[config.mk]
export PLATFORM = sky130hd
export DESIGN_NAME = imgseq_top
export DESIGN_NICKNAME = d
export VERILOG_FILES = /design/src/rtl/imgseq_pkg.sv /design/src/rtl/imgseq_ring.sv /design/src/rtl/imgseq_ctrl.sv /design/src/rtl/imgseq_top.sv
export SDC_FILE = /design/constraint.sdc
export NUM_CORES = 1
export LEC_CHECK = 0
export BUFFER_PORTS_ARGS = -buffer_cell sky130_fd_sc_hd__buf_4
export CORE_AREA = 2 2 137 272
export DETAILED_ROUTE_END_ITERATION = 6
export DIE_AREA = 0 0 139 274
export PLACE_DENSITY = 0.77
export SYNTH_ARGS = -nofsm -noshare
export SYNTH_HDL_FRONTEND = slang
export SYNTH_SLANG_ARGS = --single-unit
[constraint.sdc]
create_clock -name clk -period 2.1 [get_ports clk]
set_input_delay 0.105 -clock clk [delete_from_list [all_inputs] [get_ports clk]]
set_output_delay 0.105 -clock clk [all_outputs]
set_load 0.02 [all_outputs]
[src/rtl/imgseq_pkg.sv]
package imgseq_pkg;

    typedef enum logic [2:0] {
        ST_IDLE,
        ST_PRE,
        ST_SMP,
        ST_DEAD1,
        ST_SCAN,
        ST_DEAD2,
        ST_RST,
        ST_ADV
    } seq_state_e;

    // shift amount: 0 -> step 1, 1 -> step 2, 2 -> step 4
    function automatic logic [1:0] bin_shift(input logic [1:0] mode);
        case (mode)
            2'd0:    return 2'd0;
            2'd1:    return 2'd1;
            default: return 2'd2;
        endcase
    endfunction

endpackage

[src/rtl/imgseq_ring.sv]
module imgseq_ring #(
    parameter int N = 124
) (
    input  logic         clk,
    input  logic         rst_n,
    input  logic         ld_en,
    input  logic         ld_bit,
    input  logic         adv,
    input  logic [1:0]   shamt,
    output logic [N-1:0] q
);

    logic [N-1:0] chain_d, chain_q;

    always_comb begin
        chain_d = chain_q;
        if (ld_en) begin
            chain_d = {chain_q[N-2:0], ld_bit};
        end else if (adv) begin
            case (shamt)
                2'd0:    chain_d = {chain_q[N-2:0], chain_q[N-1]};
                2'd1:    chain_d = {chain_q[N-3:0], chain_q[N-1:N-2]};
                default: chain_d = {chain_q[N-5:0], chain_q[N-1:N-4]};
            endcase
        end
    end

    always_ff @(posedge clk or negedge rst_n) begin
        if (!rst_n) chain_q <= N'(1);
        else        chain_q <= chain_d;
    end

    assign q = chain_q;

endmodule

[src/rtl/imgseq_ctrl.sv]
module imgseq_ctrl
    import imgseq_pkg::*;
#(
    parameter int ROWS       = 124,
    parameter int COLS       = 132,
    parameter int SAMPLE_CYC = 2,
    parameter int GAP_CYC    = 1,
    parameter int SETTLE_CYC = 2,
    parameter int RST_W      = 8
) (
    input  logic             clk,
    input  logic             rst_n,
    input  logic             run,
    input  logic [1:0]       bin_mode,
    input  logic [RST_W-1:0] rst_len,
    output logic             row_adv,
    output logic             col_adv,
    output logic [1:0]       shamt,
    output logic             sample,
    output logic             hold1,
    output logic             hold2,
    output logic             rst_on,
    output logic             strobe,
    output logic             idle
);

    localparam int M1    = (SAMPLE_CYC > GAP_CYC) ? SAMPLE_CYC : GAP_CYC;
    localparam int M2    = (M1 > SETTLE_CYC) ? M1 : SETTLE_CYC;
    localparam int CMAX  = (M2 > (1 << RST_W)) ? M2 : (1 << RST_W);
    localparam int CNT_W = $clog2(CMAX + 1);
    localparam int CI_W  = $clog2(COLS);
    localparam int RI_W  = $clog2(ROWS);

    typedef struct packed {
        seq_state_e       st;
        logic [CNT_W-1:0] cnt;
        logic [CI_W-1:0]  col_idx;
        logic [RI_W-1:0]  row_idx;
        logic [1:0]       shamt;
    } ctrl_s;

    ctrl_s s_d, s_q;
    logic [CI_W-1:0]  col_last;
    logic [RI_W-1:0]  row_last;
    logic [CNT_W-1:0] rst_lim;

    always_comb begin
        case (s_q.shamt)
            2'd0: begin
                col_last = CI_W'(COLS - 1);
                row_last = RI_W'(ROWS - 1);
            end
            2'd1: begin
                col_last = CI_W'(COLS / 2 - 1);
                row_last = RI_W'(ROWS / 2 - 1);
            end
            default: begin
                col_last = CI_W'(COLS / 4 - 1);
                row_last = RI_W'(ROWS / 4 - 1);
            end
        endcase
        rst_lim = CNT_W'(rst_len) - CNT_W'(1);
    end

    always_comb begin
        s_d = s_q;
        case (s_q.st)
            ST_IDLE: begin
                if (run) begin
                    s_d.shamt   = bin_shift(bin_mode);
                    s_d.row_idx = '0;
                    s_d.cnt     = '0;
                    s_d.st      = ST_PRE;
                end
            end
            ST_PRE: begin
                if (s_q.cnt == CNT_W'(GAP_CYC - 1)) begin
                    s_d.cnt = '0;
                    s_d.st  = ST_SMP;
                end else begin
                    s_d.cnt = s_q.cnt + 1'b1;
                end
            end
            ST_SMP: begin
                if (s_q.cnt == CNT_W'(SAMPLE_CYC - 1)) begin
                    s_d.cnt = '0;
                    s_d.st  = ST_DEAD1;
                end else begin
                    s_d.cnt = s_q.cnt + 1'b1;
                end
            end
            ST_DEAD1: begin
                if (s_q.cnt == CNT_W'(GAP_CYC - 1)) begin
                    s_d.cnt     = '0;
                    s_d.col_idx = '0;
                    s_d.st      = ST_SCAN;
                end else begin
                    s_d.cnt = s_q.cnt + 1'b1;
                end
            end
            ST_SCAN: begin
                if (s_q.cnt == CNT_W'(SETTLE_CYC)) begin
                    s_d.cnt = '0;
                    if (s_q.col_idx == col_last) s_d.st = ST_DEAD2;
                    else s_d.col_idx = s_q.col_idx + 1'b1;
                end else begin
                    s_d.cnt = s_q.cnt + 1'b1;
                end
            end
            ST_DEAD2: begin
                if (s_q.cnt == CNT_W'(GAP_CYC - 1)) begin
                    s_d.cnt = '0;
                    s_d.st  = (rst_len == '0) ? ST_ADV : ST_RST;
                end else begin
                    s_d.cnt = s_q.cnt + 1'b1;
                end
            end
            ST_RST: begin
                if (s_q.cnt == rst_lim) begin
                    s_d.cnt = '0;
                    s_d.st  = ST_ADV;
                end else begin
                    s_d.cnt = s_q.cnt + 1'b1;
                end
            end
            ST_ADV: begin
                s_d.cnt = '0;
                if (s_q.row_idx == row_last) begin
                    s_d.row_idx = '0;
                    if (run) begin
                        s_d.shamt = bin_shift(bin_mode);
                        s_d.st    = ST_PRE;
                    end else begin
                        s_d.st = ST_IDLE;
                    end
                end else begin
                    s_d.row_idx = s_q.row_idx + 1'b1;
                    s_d.st      = ST_PRE;
                end
            end
            default: s_d.st = ST_IDLE;
        endcase
    end

    always_ff @(posedge clk or negedge rst_n) begin
        if (!rst_n) begin
            s_q.st      <= ST_IDLE;
            s_q.cnt     <= '0;
            s_q.col_idx <= '0;
            s_q.row_idx <= '0;
            s_q.shamt   <= '0;
        end else begin
            s_q <= s_d;
        end
    end

    assign hold1   = (s_q.st == ST_PRE) || (s_q.st == ST_SMP) ||
                     (s_q.st == ST_RST) || (s_q.st == ST_ADV);
    assign hold2   = (s_q.st == ST_SCAN);
    assign sample  = (s_q.st == ST_SMP);
    assign rst_on  = (s_q.st == ST_RST);
    assign strobe  = (s_q.st == ST_SCAN) && (s_q.cnt == CNT_W'(SETTLE_CYC));
    assign col_adv = strobe;
    assign row_adv = (s_q.st == ST_ADV);
    assign idle    = (s_q.st == ST_IDLE);
    assign shamt   = s_q.shamt;

    a_r2_hold_exclusive: assert property (@(posedge clk) disable iff (!rst_n)
        !(hold1 && hold2));

    a_r2_dead_gap: assert property (@(posedge clk) disable iff (!rst_n)
        $rose(hold2) |-> !$past(hold1));

    a_r3_sample_phase: assert property (@(posedge clk) disable iff (!rst_n)
        sample |-> (hold1 && !hold2));

    a_r11_strobe_single: assert property (@(posedge clk) disable iff (!rst_n)
        strobe |=> !strobe);

endmodule

[src/rtl/imgseq_top.sv]
module imgseq_top
    import imgseq_pkg::*;
#(
    parameter int ROWS       = 124,
    parameter int COLS       = 132,
    parameter int SAMPLE_CYC = 2,
    parameter int GAP_CYC    = 1,
    parameter int SETTLE_CYC = 2,
    parameter int RST_W      = 8
) (
    input  logic             clk,
    input  logic             rst_n,
    input  logic             run,
    input  logic [1:0]       bin_mode,
    input  logic [RST_W-1:0] rst_len,
    input  logic             load_en,
    input  logic             load_sel,
    input  logic             load_bit,
    output logic [ROWS-1:0]  row_sel,
    output logic [ROWS-1:0]  row_rst,
    output logic [COLS-1:0]  col_sel,
    output logic             sample,
    output logic             hold1,
    output logic             hold2,
    output logic             adc_strobe
);

    localparam int SINCE_W = $clog2(SETTLE_CYC + 2);

    logic       row_adv, col_adv, rst_on, idle;
    logic [1:0] shamt;
    logic       ld_row, ld_col;

    assign ld_row = load_en && idle && !load_sel;
    assign ld_col = load_en && idle &&  load_sel;

    imgseq_ctrl #(
        .ROWS(ROWS), .COLS(COLS), .SAMPLE_CYC(SAMPLE_CYC),
        .GAP_CYC(GAP_CYC), .SETTLE_CYC(SETTLE_CYC), .RST_W(RST_W)
    ) u_ctrl (
        .clk(clk), .rst_n(rst_n), .run(run), .bin_mode(bin_mode),
        .rst_len(rst_len), .row_adv(row_adv), .col_adv(col_adv),
        .shamt(shamt), .sample(sample), .hold1(hold1), .hold2(hold2),
        .rst_on(rst_on), .strobe(adc_strobe), .idle(idle)
    );

    imgseq_ring #(.N(ROWS)) u_row_ring (
        .clk(clk), .rst_n(rst_n), .ld_en(ld_row), .ld_bit(load_bit),
        .adv(row_adv), .shamt(shamt), .q(row_sel)
    );

    imgseq_ring #(.N(COLS)) u_col_ring (
        .clk(clk), .rst_n(rst_n), .ld_en(ld_col), .ld_bit(load_bit),
        .adv(col_adv), .shamt(shamt), .q(col_sel)
    );

    assign row_rst = rst_on ? row_sel : '0;

    // cycles since the column chain last moved, saturating
    logic [SINCE_W-1:0] since_d, since_q;

    always_comb begin
        if (col_adv || ld_col)
            since_d = '0;
        else if (since_q != SINCE_W'(SETTLE_CYC + 1))
            since_d = since_q + 1'b1;
        else
            since_d = since_q;
    end

    always_ff @(posedge clk or negedge rst_n) begin
        if (!rst_n) since_q <= SINCE_W'(SETTLE_CYC + 1);
        else        since_q <= since_d;
    end

    a_r11_settle: assert property (@(posedge clk) disable iff (!rst_n)
        adc_strobe |-> (since_q >= SINCE_W'(SETTLE_CYC)));

    a_r7_row_still: assert property (@(posedge clk) disable iff (!rst_n)
        (!$past(row_adv) && !$past(ld_row)) |-> $stable(row_sel));

    a_r7_col_still: assert property (@(posedge clk) disable iff (!rst_n)
        (!$past(col_adv) && !$past(ld_col)) |-> $stable(col_sel));

    a_r6_row_held_in_reset: assert property (@(posedge clk) disable iff (!rst_n)
        ($past(row_rst != '0) && (row_rst != '0)) |-> $stable(row_sel));

endmodule

==> impl_metrics.sql, run 1 <==
INSERT INTO impl_metrics (metric_group, metric, value, unit) VALUES
('status', 'outcome', 'finished with violations', ''),
('status', 'failing_checks', 'setup timing', ''),
('route', 'avgViaCountPerCell', '6.43', ''),
('logic_synthesis', 'yosys_most_used_dff', 'dfrtp_1', ''),
('critical_path', 'timing.critical_path.from', 'u_ctrl.s_q[27]$_DFFE_PN0P_', ''),
('logic_synthesis', 'async_flop_share', '100', '%'),
('placement', 'place_inst', '2854', ''),
('grt', 'gr-total-overflow', '0', ''),
('logic_synthesis', 'synth.lib_cells_used.distinct', '57', ''),
('floorplanning', 'io-pin-count', '400', ''),
('placement', 'buffer_ports.inserted', '399', ''),
('critical_path', 'timing_worst_setup_path_type', 'reg2out', ''),
('sta', 'final_hold_viol_count', '0', ''),
('layout', 'postLayoutCoreUtil', '66.6', '%'),
('cts', 'clk_root_buffer_cell', 'clkbuf_16', ''),
('floorplanning', 'die_boundary_width', '139', 'µm'),
('placement', 'post_dp_cell_area', '21500', 'µm²'),
('sta', 'max_fclk', '462', 'MHz'),
('logic_synthesis', 'ys_seq_elements', '285', ''),
('critical_path', 'r2r_setup_slack', '-0.05', 'ns'),
('power', 'proportion_of_power_drawn_by_the_clock_network', '12.2', '%'),
('floorplanning', 'core_area', '36200', 'µm²'),
('sta', 'final_period_minus_worst_setup_slack', '2.17', 'ns'),
('route', 'wire_per_inst', '20.3', 'µm'),
('layout', 'antenna_cells', '0', ''),
('floorplanning', 'chipHeight', '274', 'µm'),
('critical_path', 'worstPathMaxFanout', '31', ''),
('route', 'detail_route.iter0.violations', '2003', ''),
('logic_synthesis', 'synth_edf_count', '0', ''),
('power', 'net-switching-power', '20100', 'µW'),
('placement', 'gp_congestion', '0.853', ''),
('power', 'power.internal', '21400', 'µW'),
('sta', 'setup_viol_count_final', '101', ''),
('cts', 'max-clock-path-buffers', '3', ''),
('logic_synthesis', 'synthCells', '2154', ''),
('critical_path', 'critPathCaptureType', 'primary output', ''),
('sta', 'max-slew-margin-rel', '49.7', '%'),
('layout', 'instances_no_fill', '2936', ''),
('power', 'power_density', '1720', 'nW/µm²'),
('layout', 'nFillCells', '2818', ''),
('layout', 'fin_nets', '2486', ''),
('grt', 'grt_max_degree', '146', ''),
('route', 'detail-route-antenna-nets', '0', ''),
('sta', 'grt_setup_unrepaired', 'yes', ''),
('grt', 'grt_pass1_vias', '16700', ''),
('sta', 'max_slew.worst_pin.slew', '0.755', 'ns'),
('floorplanning', 'die_area', '38100', 'µm²'),
('route', 'drt-total-wl', '59700', 'µm'),
('critical_path', 'crit_arrival', '2.06', 'ns'),
('cts', 'cts_made_buffers', '27', ''),
('critical_path', 'worstSetupEndpoint', 'row_rst[71]', ''),
('sta', 'slack_of_the_critical_path', '-0.0651', 'ns'),
('critical_path', 'cpLargestDelayFamily', 'buffers and inverters', ''),
('sta', 'final_max_slew_viol_count', '0', ''),
('logic_synthesis', 'syn_avg_cell_area', '8.25', 'µm²'),
('layout', 'final_design_instance_area_without_fill', '24100', 'µm²'),
('power', 'p_leak', '0.0106', 'µW'),
('layout', 'multiInputGateArea', '10600', 'µm²'),
('critical_path', 'timing.rr.start', 'u_ctrl.s_q[28]$_DFFE_PN0P_', ''),
('critical_path', 'cp_num_buf_inv', '4', ''),
('critical_path', 'critical_path_required', '2.00', 'ns'),
('floorplanning', 'num_rows', '99', ''),
('cts', 'clock_latency_late_sink', '0.54', 'ns'),
('route', 'route.detailed.drc', '0', ''),
('logic_synthesis', 'synthesis.yosys.warnings', '0', ''),
('power', 'power.share.switching', '48.4', '%'),
('min_path', 'timing.hold.worst.class', 'in2async', ''),
('critical_path', 'reg2regPathDepth', '8', ''),
('job', 'max_cap_check_violation_count', '0', ''),
('grt', 'grt_antenna_before_repair', '0', ''),
('logic_synthesis', 'ys_seq_area_share', '40.1', '%');
-- worst reg2reg max path, stage by stage, from the launching register on --
cell and delay [ns]:
dfrtp_2 0.42, buf_4 0.17, nor4b_2 0.26, buf_4 0.18, and2_4 0.21, nor2_4 0.06, buf_12 0.22, a221oi_1 0.37
a21oi_1 0.13
-- sequential cells by signal, summed over array words and instances (netlist names) --
register,count
u_col_ring.q,132
u_ctrl.s_q,27
u_ctrl.shamt,2
u_row_ring.q,124
-- final cells by class --
cell class,count,share of cell area (%)
multi-input cells,1638,44.1
flip-flops and latches,285,29.6
repair buffers,499,20.0
clock buffers,38,3.14
well taps,454,2.36
clock inverters,11,0.540
inverters,11,0.171
-- cells by family after synthesis --
group	after synthesis	synth area share [%]
flops	285	40.1
mux	5	0.296
xor+xnor	20	0.986
compound gates	701	28.4
fa+ha+maj	8	0.563
simple gates	901	24.6
buf+inv	234	4.97
-- synthesized netlist by cell type, types with 5 or more instances --
cell	number	area, µm²
nor2_1	403	1510
dfrtp_1	283	7080
a21oi_1	275	1380
a221oi_1	256	2240
clkbuf_1	192	721
nand3_1	140	701
nand2b_1	138	863
and2_1	127	795
a22o_1	124	1090
nand2_1	47	176
buf_1	27	101
xnor2_1	13	114
o21ai_0	12	60.1
inv_1	11	41.3
ha_1	8	100
nor3_1	8	40.0
xor2_1	7	61.3
nor3b_1	6	45.0
o211ai_1	6	45.0
nand4_1	5	31.3
-- how the worst min path moves through the flow --
stage | slack, ns | to | startpoint | cells after the start
6_report | 0.03 | u_col_ring.q[43]$_DFFE_PN0P_ | rst_n | 2
5_1_grt | 0.04 | u_col_ring.q[43]$_DFFE_PN0P_ | rst_n | 2
4_1_cts | 0.02 | u_col_ring.q[43]$_DFFE_PN0P_ | rst_n | 2
3_5_place_dp | 0.001 | u_col_ring.q[43]$_DFFE_PN0P_ | rst_n | 1
3_3_place_gp | 0.004 | u_col_ring.q[43]$_DFFE_PN0P_ | rst_n | 1
2_1_floorplan | -0.19 | u_col_ring.q[100]$_DFFE_PN0P_ | rst_n | 0
-- per-layer routing --
metal / up-vias / track usage [%] / part of all wire, %
met5: - / 0 / 0
met4: 0 / 7.23 / 2.5
met3: 112 / 4.65 / 9.2
met2: 1019 / 44.8 / 49
met1: 9236 / 39.0 / 39
li1: 8509 / - / -
-- layout by cell type (no fill, tap or decap), drive strengths merged, types with 7 or more instances in the layout --
master,instances
nand2,50
nor3,8
o21ai,17
clkinv,8
xnor2,13
a22o,124
buf,485
xor2,7
a21oi,276
and2,127
inv,11
nor2,403
dfrtp,283
a221oi,256
nand3,140
ha,8
nand2b,138
clkbuf,47
-- power groups by stage --
stage	logic (µW)	clock network (µW)	registers, µW
3_3_place_gp	20900	0	12400
4_1_cts	22000	5170	12300
5_1_grt	25500	5380	13100
2_1_floorplan	11800	0	13600
3_5_place_dp	21400	0	12400
6_report	23700	5070	12700
-- timing repair --
action,in CTS,in global routing
hold buffers,5,0
pin swaps,2,7
gates cloned,3,12
endpoints found under the hold margin,261,0
gates resized for setup,108,151
endpoints found under the setup margin,127,249
buffers inserted,9,4
-- metrics by stage --
stage / hold WS (ns) / total power [µW] / setup TNS [ns]
2_1_floorplan: -0.191 / 25300 / -0.0394
3_3_place_gp: 0.00420 / 33300 / -1.02
3_5_place_dp: 0.00143 / 33800 / -1.29
4_1_cts: 0.0240 / 39400 / -0.568
5_1_grt: 0.0373 / 44000 / -10.35
6_report: 0.0263 / 41500 / -2.98
(Power assumes the default switching activity.)
==> run 2, diff against run 1 <==
CORE_AREA = 2 2 125 249   (was 2 2 137 272)
DIE_AREA = 0 0 127 251   (was 0 0 139 274)
PLACE_DENSITY = 0.86   (was 0.77)
clock period = 2.71 ns   (was 2.1 ns; I/O delays follow)
==> impl_metrics.sql, run 2 (synthesis gave the netlist of run 1 again) <==
INSERT INTO impl_metrics (metric_group, metric, value, unit) VALUES
('sta', 'final_period_minus_worst_setup_slack', '2.57', 'ns'),
('sta', 'max_slew.worst_pin.slew', '1.07', 'ns'),
('grt', 'groute.layer.met1.usage', '47.1', '%'),
('critical_path', 'reg2regPathDepth', '7', ''),
('critical_path', 'critical_path_required', '3.13', 'ns'),
('min_path', 'timing.hold.worst.class', 'in2reg', ''),
('critical_path', 'critical_path.startpoint_type', 'register', ''),
('power', 'proportion_of_power_drawn_by_the_clock_network', '14.1', '%'),
('critical_path', 'slowest_delay', '0.56', 'ns'),
('route', 'route.detailed.drc', '0', ''),
('critical_path', 'critPathCaptureType', 'register', ''),
('placement', 'gp_congestion', '0.808', ''),
('critical_path', 'critical_path.slowest_cell', 'dlygate4sd3_1', ''),
('power', 'power_density', '1380', 'nW/µm²'),
('sta', 'clock_skew', '0.0102', 'ns'),
('layout', 'layout.cells.most_common_list', 'buf_4 (419), nor2_1 (401), dfrtp_1 (281), a21oi_1 (275), a221oi_1 (256)', ''),
('route', 'detail_route.iter0.violations', '2497', ''),
('grt', 'grt.busiest_layer', 'met2', ''),
('floorplanning', 'die_boundary_width', '127', 'µm'),
('layout', 'mostFrequentLayoutCell', 'buf_4', ''),
('critical_path', 'timing.critical_path.cells', 'inv_1 > or3_1 > a221oi_1 > a21o_1 > nand2_1 > mux2_2 > dlygate4sd3_1', ''),
('grt', 'grt_use_met2', '50.0', '%'),
('critical_path', 'timing.rr.start', 'u_ctrl.shamt[1]$_DFFE_PN0P_', ''),
('grt', 'grt_first_pass_wirelength', '86600', 'µm'),
('route', 'detail-route-antenna-nets', '0', ''),
('min_path', 'min_delay_path_depth', '4', ''),
('cts', 'tritoncts_clock_tree', 'built', ''),
('cts', 'numClockSinks', '285', ''),
('layout', 'largest_register_ffs', '132', ''),
('sta', 'setup_viol_count_final', '0', ''),
('floorplanning', 'floorplan.initialDensity', '59.3', '%'),
('cts', 'max-clock-path-buffers', '3', ''),
('cts', 'cts.repair.resized', '0', ''),
('floorplanning', 'io-pin-count', '400', ''),
('grt', 'global_route.usage.met3', '3.70', '%'),
('layout', 'syn_to_final_growth', '24.1', '%'),
('critical_path', 'r2r_setup_slack', '0.14', 'ns'),
('grt', 'gr-total-overflow', '0', ''),
('sta', 'timing.setup.tns', '0', 'ns'),
('power', 'vdd_ir_drop_max', '0.867', 'mV'),
('placement', 'dpl_hpwl', '32900', 'µm'),
('power', 'pwr-share-seq', '31.8', '%'),
('layout', 'nFillCells', '2246', ''),
('power', 'power.total', '30300', 'µW'),
('min_path', 'worst_hold_path.endpoint', 'u_ctrl.s_q[8]$_DFFE_PN0P_', ''),
('sta', 'max_fclk', '390', 'MHz'),
('power', 'power.share.switching', '47.8', '%'),
('cts', 'cts_made_buffers', '26', ''),
('critical_path', 'cpLargestDelayFamily', 'buffers and inverters', ''),
('sta', 'fin_crit_sh', '94.7', '%'),
('critical_path', 'timing_worst_setup_path_type', 'reg2reg', ''),
('route', 'drt-total-wl', '53600', 'µm'),
('floorplanning', 'chipHeight', '251', 'µm'),
('power', 'net-switching-power', '14500', 'µW'),
('layout', 'final_layout_size_suffix_gt1_share', '21.2', '%'),
('critical_path', 'cp_num_buf_inv', '2', ''),
('sta', 'grt_setup_unrepaired', 'no', ''),
('route', 'wire_per_inst', '19.2', 'µm'),
('grt', 'groute.usage.overall', '32.0', '%'),
('status', 'outcome', 'finished clean', ''),
('sta', 'final_max_slew_viol_count', '0', ''),
('sta', 'max-slew-margin-rel', '28.4', '%'),
('floorplanning', 'num_rows', '90', ''),
('cts', 'cts_setup_buffers', '0', ''),
('placement', 'place_inst', '2737', ''),
('layout', 'fin_nets', '2427', ''),
('power', 'p_leak', '0.00986', 'µW'),
('cts', 'clk_root_buffer_cell', 'clkbuf_16', ''),
('placement', 'buffer_ports.inserted', '399', ''),
('floorplanning', 'core_area', '30000', 'µm²'),
('grt', 'grt_antenna_before_repair', '0', ''),
('job', 'max_cap_check_violation_count', '0', ''),
('sta', 'final_hold_viol_count', '0', ''),
('layout', 'instances_no_fill', '2790', ''),
('cts', 'clock_latency_late_sink', '0.54', 'ns'),
('power', 'share_comb_of_total_power', '54.1', '%'),
('grt', 'grt_pass1_vias', '16400', ''),
('power', 'power.internal', '15800', 'µW'),
('min_path', 'holdCritStartpoint', 'run', ''),
('cts', 'htree_num_levels', '1', ''),
('layout', 'antenna_cells', '0', ''),
('route', 'avgViaCountPerCell', '6.58', ''),
('route', 'via_count', '18400', ''),
('route', 'drtPass1Iterations', '6', ''),
('critical_path', 'r2r_end', 'u_ctrl.shamt[1]$_DFFE_PN0P_', ''),
('floorplanning', 'die_area', '31900', 'µm²'),
('cts', 'clkTransAtPathRegs', '0.07', 'ns'),
('grt', 'grt_max_degree', '137', ''),
('critical_path', 'crit_arrival', '2.99', 'ns'),
('cts', 'hold_buffers', '6', ''),
('critical_path', 'worstPathMaxFanout', '8', '');
run 2: metal layers:
layer  share of wire, %  vias to the layer above  wire length (µm)
met1                 41                     8912             21800
met4                2.3                        0              1250
met3                8.2                       87              4410
met2                 49                      986             26100
li1                   -                     8385                 -
met5                  0                        -                 0
run 2: cell type report:
cell class | count | area, µm² | area share [%]
tap | 368 | 460 | 2.09
clock buffer | 35 | 786 | 3.56
multi-input combinational | 1635 | 9830 | 44.6
clock inverter | 12 | 213 | 0.965
inverter | 11 | 41.3 | 0.187
sequential | 285 | 7140 | 32.4
timing repair buffer | 444 | 3580 | 16.2
run 2: per-stage QoR:
step / hold WS (ns) / util (%) / worst slack [ns] / area (µm²)
6_report: 0.0312 / 73.6 / 0.144 / 22000
3_5_place_dp: 0.162 / 70.1 / 0.259 / 21000
3_3_place_gp: 0.164 / 70.1 / 0.297 / 21000
4_1_cts: 0.00938 / 73.6 / 0.193 / 22000
5_1_grt: 0.0334 / 73.6 / 0.0447 / 22000
2_1_floorplan: -0.160 / - / 0.0645 / 17800
run 2: worst max-delay path by stage:
stage                                     start                            end  cells past startpoint  slack (ns)
floorplan            u_ctrl.s_q[26]$_DFFE_PN0P_  u_col_ring.q[100]$_DFFE_PN0P_                      8        0.06
global route         u_ctrl.s_q[17]$_DFFE_PN0N_     u_ctrl.s_q[16]$_DFFE_PN0P_                      8        0.04
detailed placement                   rst_len[1]     u_ctrl.s_q[20]$_DFFE_PN0N_                      7        0.26
global placement                     rst_len[1]     u_ctrl.s_q[21]$_DFFE_PN0N_                      7        0.30
finish              u_ctrl.shamt[1]$_DFFE_PN0P_    u_ctrl.shamt[1]$_DFFE_PN0P_                      7        0.14
CTS                 u_ctrl.shamt[1]$_DFFE_PN0P_    u_ctrl.shamt[0]$_DFFE_PN0P_                      7        0.19
run 2: worst reg2reg max path, delay by kind of cell, from the launching register on:
kind / cells / cell delay [ns]
buffers and inverters: 2 / 0.67
AOI/OAI and AO/OA: 2 / 0.56
DFF: 1 / 0.48
and+or+nand+nor: 2 / 0.45
muxes: 1 / 0.29
run 2: power by group through the flow:
stage | sequential, µW | combinational, µW | clock [µW]
5_1_grt | 9950 | 17800 | 4500
4_1_cts | 9520 | 16300 | 4320
3_5_place_dp | 9550 | 16200 | 0
2_1_floorplan | 10500 | 9060 | 0
3_3_place_gp | 9530 | 15800 | 0
6_report | 9650 | 16400 | 4280
==> run 3, diff against run 2 <==
CORE_AREA = 2 2 126 251   (was 2 2 125 249)
DIE_AREA = 0 0 128 253   (was 0 0 127 251)
PLACE_DENSITY = 0.89   (was 0.86)
==> impl_metrics.sql, run 3 (synthesis gave the netlist of run 1 again) <==
INSERT INTO impl_metrics (metric_group, metric, value, unit) VALUES
('route', 'drtPass1Iterations', '6', ''),
('cts', 'tritoncts_clock_tree', 'built', ''),
('layout', 'final_layout_size_suffix_gt1_share', '21.3', '%'),
('min_path', 'holdCritStartpoint', 'run', ''),
('critical_path', 'timing.critical_path.from', 'u_ctrl.s_q[28]$_DFFE_PN0P_', ''),
('cts', 'max-clock-path-buffers', '3', ''),
('cts', 'htree_num_levels', '1', ''),
('cts', 'clock_latency_late_sink', '0.55', 'ns'),
('placement', 'gp_congestion', '0.899', ''),
('critical_path', 'reg2regPathDepth', '6', ''),
('layout', 'final_design_instance_area_without_fill', '22000', 'µm²'),
('floorplanning', 'chipHeight', '253', 'µm'),
('power', 'proportion_of_power_drawn_by_the_clock_network', '13.0', '%'),
('sta', 'fin_crit_sh', '93.2', '%'),
('layout', 'layout.cells.most_common_list', 'buf_4 (418), nor2_1 (401), dfrtp_1 (281), a21oi_1 (275), a221oi_1 (256)', ''),
('cts', 'clkTransAtPathRegs', '0.07', 'ns'),
('floorplanning', 'die_boundary_width', '128', 'µm'),
('route', 'route.detailed.drc', '0', ''),
('critical_path', 'r2r_setup_slack', '0.23', 'ns'),
('cts', 'cts_made_buffers', '26', ''),
('critical_path', 'worstSetupEndpoint', 'row_rst[7]', ''),
('layout', 'nFillCells', '2290', ''),
('placement', 'post_dp_cell_area', '21000', 'µm²'),
('layout', 'mostFrequentLayoutCell', 'buf_4', ''),
('sta', 'slack_of_the_critical_path', '0.183', 'ns'),
('layout', 'largest_register_ffs', '132', ''),
('layout', 'multiInputGateArea', '9840', 'µm²'),
('sta', 'max-slew-margin-rel', '31.5', '%'),
('critical_path', 'timing_worst_setup_path_type', 'reg2out', ''),
('status', 'outcome', 'finished clean', ''),
('job', 'max_cap_check_violation_count', '0', ''),
('sta', 'final_max_slew_viol_count', '0', ''),
('sta', 'max_slew.worst_pin.slew', '1.02', 'ns'),
('grt', 'grt_max_degree', '264', ''),
('power', 'vdd_ir_drop_max', '0.995', 'mV'),
('floorplanning', 'num_rows', '91', ''),
('min_path', 'timing.hold.worst.class', 'in2reg', ''),
('critical_path', 'timing.rr.start', 'u_ctrl.s_q[26]$_DFFE_PN0P_', ''),
('critical_path', 'critPathCaptureType', 'primary output', ''),
('cts', 'numClockSinks', '285', ''),
('critical_path', 'crit_arrival', '2.39', 'ns'),
('grt', 'gr-total-overflow', '0', ''),
('layout', 'fin_nets', '2427', ''),
('power', 'power.share.switching', '48.6', '%'),
('cts', 'clk_root_buffer_cell', 'clkbuf_16', ''),
('grt', 'grt_first_pass_wirelength', '88300', 'µm'),
('grt', 'grt_antenna_before_repair', '0', ''),
('critical_path', 'worstPathMaxFanout', '124', ''),
('floorplanning', 'core_area', '30500', 'µm²'),
('power', 'net-switching-power', '14600', 'µW'),
('critical_path', 'critical_path_required', '2.57', 'ns'),
('floorplanning', 'die_area', '32400', 'µm²'),
('layout', 'antenna_cells', '0', ''),
('route', 'drt-total-wl', '54500', 'µm'),
('placement', 'dpl_hpwl', '33300', 'µm'),
('critical_path', 'slowest_delay', '0.47', 'ns'),
('sta', 'grt_setup_unrepaired', 'no', ''),
('route', 'via_count', '18500', ''),
('critical_path', 'r2r_end', 'u_col_ring.q[88]$_DFFE_PN0P_', ''),
('grt', 'grt_pass1_vias', '16600', ''),
('critical_path', 'critical_path.startpoint_type', 'register', ''),
('floorplanning', 'floorplan.initialDensity', '58.2', '%'),
('sta', 'max_fclk', '396', 'MHz'),
('sta', 'setup_viol_count_final', '0', ''),
('placement', 'place_worst_setup_slack', '0.234', 'ns'),
('critical_path', 'timing.critical_path.cells', 'buf_4 > and2_1 > nor2b_4 > buf_12 > and2_1 > buf_4', ''),
('placement', 'buffer_ports.inserted', '399', ''),
('sta', 'clock_skew', '0.0179', 'ns'),
('sta', 'whs', '0.0363', 'ns'),
('floorplanning', 'io-pin-count', '400', ''),
('power', 'power_density', '1370', 'nW/µm²'),
('power', 'pwr-share-seq', '32.3', '%'),
('power', 'share_comb_of_total_power', '54.7', '%'),
('route', 'detail_route.iter0.violations', '2467', ''),
('route', 'detail-route-antenna-nets', '0', ''),
('sta', 'final_hold_viol_count', '0', ''),
('grt', 'groute.usage.overall', '32.4', '%'),
('critical_path', 'critical_path.slowest_cell', 'dfrtp_1', ''),
('power', 'power.internal', '15400', 'µW'),
('power', 'p_leak', '0.00981', 'µW'),
('sta', 'final_period_minus_worst_setup_slack', '2.53', 'ns'),
('route', 'avgViaCountPerCell', '6.64', ''),
('route', 'wire_per_inst', '19.5', 'µm'),
('sta', 'timing.setup.tns', '0', 'ns'),
('layout', 'area.sequential', '7140', 'µm²'),
('layout', 'syn_to_final_growth', '23.6', '%');
## run 3: cell count changes in the layout (fill, tap and decap cells not counted), sizes merged
cell,change
clkinv,+6
clkinvlp,+3
dlygate4sd3,-1
bufinv,-3
buf,+1
clkbuf,-6
## run 3: cell type report
cell class / count / share of cell area [%]
inverter: 11 / 0.188
clock buffer: 29 / 3.20
sequential: 285 / 32.5
tap: 372 / 2.12
timing repair buffer: 444 / 16.4
multi-input combinational: 1635 / 44.8
clock inverter: 18 / 0.814
## run 3: per-layer routing
| layer | part of all wire, % | up-vias | track usage [%] |
|---|---|---|---|
| li1 | - | 8377 | - |
| met1 | 39 | 8965 | 47.3 |
| met2 | 49 | 1086 | 50.9 |
| met3 | 9.2 | 111 | 4.12 |
| met4 | 2.3 | 0 | 9.36 |
| met5 | 0 | - | 0 |
## run 3: worst min path at each step
stage	endpoint	cells after the start
2_1_floorplan	u_col_ring.q[100]$_DFFE_PN0P_	0
3_3_place_gp	u_col_ring.q[42]$_DFFE_PN0P_	1
3_5_place_dp	u_col_ring.q[42]$_DFFE_PN0P_	1
4_1_cts	u_ctrl.shamt[0]$_DFFE_PN0P_	3
5_1_grt	u_ctrl.shamt[0]$_DFFE_PN0P_	3
6_report	u_ctrl.shamt[0]$_DFFE_PN0P_	3
## run 3: worst max-delay path: cells and delay by family (launching register included)
family                 cells  cell delay (ns)
and+or+nand+nor            3             0.64
buffers and inverters      3             0.62
DFF                        1             0.47
## run 3: power by group through the flow
stage | Sequential (µW) | Clock [µW] | Combinational [µW]
global route | 9970 | 4090 | 17900
floorplan | 10500 | 0 | 9060
CTS | 9560 | 3930 | 16400
global placement | 9550 | 0 | 15800
finish | 9700 | 3890 | 16400
detailed placement | 9590 | 0 | 16300
## run 3: stage by stage
stage / utilization, % / total power, µW / cells
2_1_floorplan: - / 19600 / 2154
3_3_place_gp: 68.9 / 25300 / 2742
3_5_place_dp: 68.9 / 25800 / 2742
4_1_cts: 72.0 / 29800 / 2794
5_1_grt: 72.0 / 32000 / 2794
6_report: 72.0 / 30000 / 2794
## run 3: repair_timing
action                                  in CTS  in global routing
setup buffers                                0                  0
endpoints found under the hold margin       92                  0
resized for setup                            0                  2
hold buffers                                 5                  0
endpoints found under the setup margin       0                  5
